[src/rtl/ddr2_emr1_writer.sv]
module ddr2_emr1_writer #(
  parameter int TMRD     = 2,
  parameter int LOCK_CYC = 200
) (
  input  logic        clk,
  input  logic        rst_n,
  input  logic        cfg_dll_disable,
  input  logic        cfg_half_drive,
  input  logic [2:0]  cfg_add_lat,
  input  logic [1:0]  cfg_odt,
  input  logic [2:0]  cfg_ocd,
  input  logic        cfg_dqs_off,
  input  logic        cfg_rdqs_on,
  input  logic        prog_req,
  input  logic        all_banks_idle,
  input  logic        cke_high,
  input  logic        sr_enter,
  input  logic        sr_exit,
  output logic        mem_cs_n,
  output logic        mem_ras_n,
  output logic        mem_cas_n,
  output logic        mem_we_n,
  output logic [1:0]  mem_ba,
  output logic [15:0] mem_addr,
  output logic        prog_done,
  output logic        read_ok
);
  localparam int MW = $clog2(TMRD + 1);
  localparam int LW = $clog2(LOCK_CYC + 1);

  logic          pend, wr_q, done_q, dll_on, in_sr;
  logic [MW-1:0] mrd_cnt;
  logic [LW-1:0] lock_cnt;
  logic [15:0]   addr_q;

  wire want  = pend | prog_req;
  wire busy  = mrd_cnt != '0;
  wire issue = want & ~busy & all_banks_idle & cke_high;
  wire [15:0] word = {4'b0000, cfg_rdqs_on, cfg_dqs_off, cfg_ocd,
                      cfg_odt[1], cfg_add_lat, cfg_odt[0], cfg_half_drive,
                      cfg_dll_disable};

  always_ff @(posedge clk) begin
    if (!rst_n) begin
      pend    <= 1'b0;
      wr_q    <= 1'b0;
      done_q  <= 1'b0;
      mrd_cnt <= '0;
      addr_q  <= '0;
    end else begin
      pend   <= want & ~issue;
      wr_q   <= issue;
      done_q <= (mrd_cnt == MW'(1));
      if (issue) begin
        mrd_cnt <= MW'(TMRD);
        addr_q  <= word;
      end else if (busy) begin
        mrd_cnt <= mrd_cnt - MW'(1);
      end
    end
  end

  always_ff @(posedge clk) begin
    if (!rst_n) begin
      dll_on   <= 1'b0;
      in_sr    <= 1'b0;
      lock_cnt <= '0;
    end else begin
      if (issue) dll_on <= ~cfg_dll_disable;
      if (sr_enter) in_sr <= 1'b1;
      else if (sr_exit) in_sr <= 1'b0;
      if ((issue && !cfg_dll_disable) || sr_exit) lock_cnt <= LW'(LOCK_CYC);
      else if (lock_cnt != '0) lock_cnt <= lock_cnt - LW'(1);
    end
  end

  assign mem_cs_n  = 1'b0;
  assign mem_ras_n = ~wr_q;
  assign mem_cas_n = ~wr_q;
  assign mem_we_n  = ~wr_q;
  assign mem_ba    = wr_q ? 2'b01 : 2'b00;
  assign mem_addr  = wr_q ? addr_q : 16'h0000;
  assign prog_done = done_q;
  assign read_ok   = dll_on & ~in_sr & (lock_cnt == '0);
endmodule

[config.mk]
export PLATFORM = sky130hd
export DESIGN_NAME = ddr2_emr1_writer
export DESIGN_NICKNAME = d
export VERILOG_FILES = /design/src/rtl/ddr2_emr1_writer.sv
export SDC_FILE = /design/constraint.sdc
export NUM_CORES = 1
export LEC_CHECK = 0
export ABC_AREA = 1
export ABC_CLOCK_PERIOD_IN_PS = 3000
export BUFFER_PORTS_ARGS = -buffer_cell sky130_fd_sc_hd__buf_4
export CORE_UTILIZATION = 53
export CTS_CLUSTER_DIAMETER = 30
export DETAILED_ROUTE_END_ITERATION = 7
export PLACE_DENSITY_LB_ADDON = 0.12
export SLEW_MARGIN = 20
export SYNTH_ARGS = -nofsm -noshare
export SYNTH_HDL_FRONTEND = slang
export SYNTH_SLANG_ARGS = --single-unit
export TNS_END_PERCENT = 100
[constraint.sdc]
create_clock -name clk -period 3 [get_ports clk]
set_input_delay 0.3 -clock clk [delete_from_list [all_inputs] [get_ports clk]]
set_output_delay 0.3 -clock clk [all_outputs]
set_load 0.03 [all_outputs]
==> results.py <==
metrics = {
    "floorplanning": {
        "row_count": 17,
        "fp.dieW_um": 51.8,
        "die_h_um": 51.8,
        "start_util": 0.577,
        "die_area_mm2": 0.00268,
        "design.core.area_mm2": 0.00228,
        "ioPinCount": 43,
    },
    "yosys": {
        "synth_top_area_frac": 0.411,
        "synth_common_cells": "48 x nand2_1, 27 x dfxtp_1, 27 x inv_1",
        "syn_inst": 185,
        "synth_edf_count": 0,
        "yosys-top-cells-area": "dfxtp_1 41%, nand2_1 14%, inv_1 7.7%, nand3_1 5.7%, buf_4 5.1%",
        "synthArstFlopShare": 0,
        "synth_top_area_cell": "dfxtp_1",
        "ys.flop_type": "dfxtp_1",
        "synth_seq_cells": 27,
        "syn_avg_cell_area_um2": 7.10,
        "synth_warnings": 0,
        "yosysSeqAreaShare": 0.411,
        "synthDistinctLibCells": 24,
        "yosys.cell_count.top_type": "nand2_1",
        "mappedNetlistArea_mm2": 0.00131,
    },
    "timing": {
        "rsz0062_at_grt": "no",
        "hold_viol": 0,
        "fin_tns_setup_ns": 0,
        "finClkSkew_ns": 0.00649,
        "setup_viol": 0,
        "fmax_mhz": 503,
        "finalCritPeriodShare": 0.662,
        "hold_ws_ns": 0.164,
        "maxSlewViolCount": 0,
        "fin_crit_ns": 1.99,
    },
    "global_routing": {
        "antenna_found_initial": 0,
        "grt_pass1_vias": 1036,
        "track_usage": 0.208,
        "grt_pass1_wl_mm": 4.22,
        "grt_max_degree": 18,
        "grt_overflow_total": 0,
    },
    "clocking": {
        "h-tree-depth": 1,
        "cts_made_buffers": 3,
        "clk_pin_slew_ns": 0.14,
        "postCtsSetupBuffers": 0,
        "cts_sinks": 27,
        "cts_tree": "done",
        "clk_path_buf_depth": 2,
        "cts.hold.buffers_added": 0,
        "root_buffer": "clkbuf_4",
        "cts_resized": 0,
        "insertion_delay_ns": 0.31,
    },
    "critical_path": {
        "cp-start-kind": "flop",
        "cp.arrival_ns": 1.69,
        "rrSetupSlack_ns": 1.66,
        "path_max_fanout": 5,
        "critical_path_class": "flop to primary output",
        "reg2reg_to": "lock_cnt[2]",
        "worstRegToRegCells": 7,
        "critPathRequiredTime_ns": 2.70,
        "end_kind": "primary output",
        "rr_startpoint": "lock_cnt[0]",
    },
    "final_layout": {
        "multi_input_area_um2": 582,
        "fin_cells": 244,
        "layout-drive-gt1-share": 0.259,
        "nFillCells": 211,
        "fin_nets": 238,
        "insertedDiodeCount": 0,
        "syn2layout_area_growth_pct": 19.3,
        "final_util": 0.689,
        "seq_area_um2": 541,
    },
    "route": {
        "drt_pass1_iterations": 4,
        "drt-total-wl_mm": 2.50,
        "viasPerCell": 4.80,
        "drcViolationCount": 0,
        "antenna_left": 0,
        "vias": 1170,
        "drt_iter0_markers": 24,
        "wire_per_inst_um": 10.2,
    },
    "power": {
        "power.leakage_nw": 0.879,
        "power.density_mw_per_mm2": 459,
        "peakVddDrop_mv": 0.298,
    },
    "status": {
        "outcome": "complete, no violations",
    },
    "min_path": {
        "min_path_cells": 3,
        "hold_path_end": "addr_q[1]",
        "min_from": "cfg_half_drive",
        "hp-class": "primary input to flop",
    },
    "placed_design": {
        "hpwlAfterDp_mm": 1.95,
        "routabilityCongestion": 0.822,
        "dp_cells": 240,
        "portBuffers": 36,
    },
    "flow_run": {
        "timing.max_cap.violations": 0,
    },
}
[flip-flops by register name (all words and copies together) (netlist names)]
name and count:
in_sr 1, prog_done 1, pend 1, mrd_cnt 2
addr_q 12, dll_on 1, lock_cnt 8, wr_q 1
[critical path, stage by stage (launching register included)]
cell	delay, ns
dfxtp_1	0.36
inv_1	0.11
ha_1	0.17
nand3_1	0.12
nor2_4	0.19
inv_2	0.08
nor3_1	0.15
buf_4	0.19
[area by class of cell]
cell class                      instances  share of cell area
Clock buffer                            3              0.0144
Sequential cell                        27               0.345
Inverter                               30              0.0718
Tap cell                               28              0.0223
Multi-Input combinational cell        119               0.371
Clock inverter                          1             0.00319
Timing Repair Buffer                   36               0.172
[per-layer routing]
| layer | global-route usage | routed length [um] |
|---|---|---|
| met1 | 0.247 | 1120 |
| met2 | 0.390 | 1260 |
| met3 | 0.0263 | 105 |
| met4 | 0.0541 | 12 |
| met5 | 0 | 0 |
[worst max path at each step]
| stage | startpoint | to | slack, ns | cells past startpoint |
|---|---|---|---|---|
| 6_report | lock_cnt[0] | read_ok | 1.01 | 7 |
| 5_1_grt | lock_cnt[0] | read_ok | 0.86 | 7 |
| 4_1_cts | lock_cnt[0] | read_ok | 1.02 | 7 |
| 3_5_place_dp | lock_cnt[0] | read_ok | 1.39 | 7 |
| 3_3_place_gp | lock_cnt[0] | read_ok | 1.46 | 7 |
| 2_1_floorplan | lock_cnt[0] | read_ok | 1.14 | 6 |
[cell usage in the layout (no fill, tap or decap), types with 2 or more instances in the layout]
| cell type | Yosys | routed |
|---|---|---|
| o21ai_0 | 6 | 6 |
| ha_1 | 2 | 2 |
| nand2_2 | 2 | 2 |
| buf_4 | 9 | 36 |
| conb_1 | 1 | 6 |
| xor2_1 | 2 | 2 |
| nor3_1 | 2 | 2 |
| nand3_1 | 15 | 15 |
| nor2_2 | 5 | 5 |
| nor2_1 | 16 | 16 |
| inv_2 | 3 | 3 |
| inv_1 | 27 | 27 |
| a21oi_1 | 6 | 6 |
| clkbuf_4 | 0 | 3 |
| dfxtp_1 | 27 | 27 |
| nand2_1 | 48 | 48 |
| nor2_4 | 5 | 5 |
[logic make-up after synthesis]
group / synth area share
other cells: 0.00285
xor+xnor: 0.0133
fa+ha+maj: 0.0190
compound gates: 0.0562
simple gates: 0.337
flops: 0.411
buf+inv: 0.160
[power breakdown]
part           total, mW  switching (mW)  internal (mW)
sequential         0.400          0.0183          0.382
clock              0.149          0.0997         0.0498
combinational      0.171           0.107         0.0638
total              0.720           0.225          0.496
[stage by stage]
stage / setup slack [ns] / power (mW) / cell area [um2]
2_1_floorplan: 1.14 / 0.537 / 1330
3_3_place_gp: 1.46 / 0.570 / 1540
4_1_cts: 1.02 / 0.726 / 1570
3_5_place_dp: 1.39 / 0.577 / 1540
6_report: 1.01 / 0.720 / 1570
5_1_grt: 0.858 / 0.767 / 1570
(Power assumes the default switching activity.)
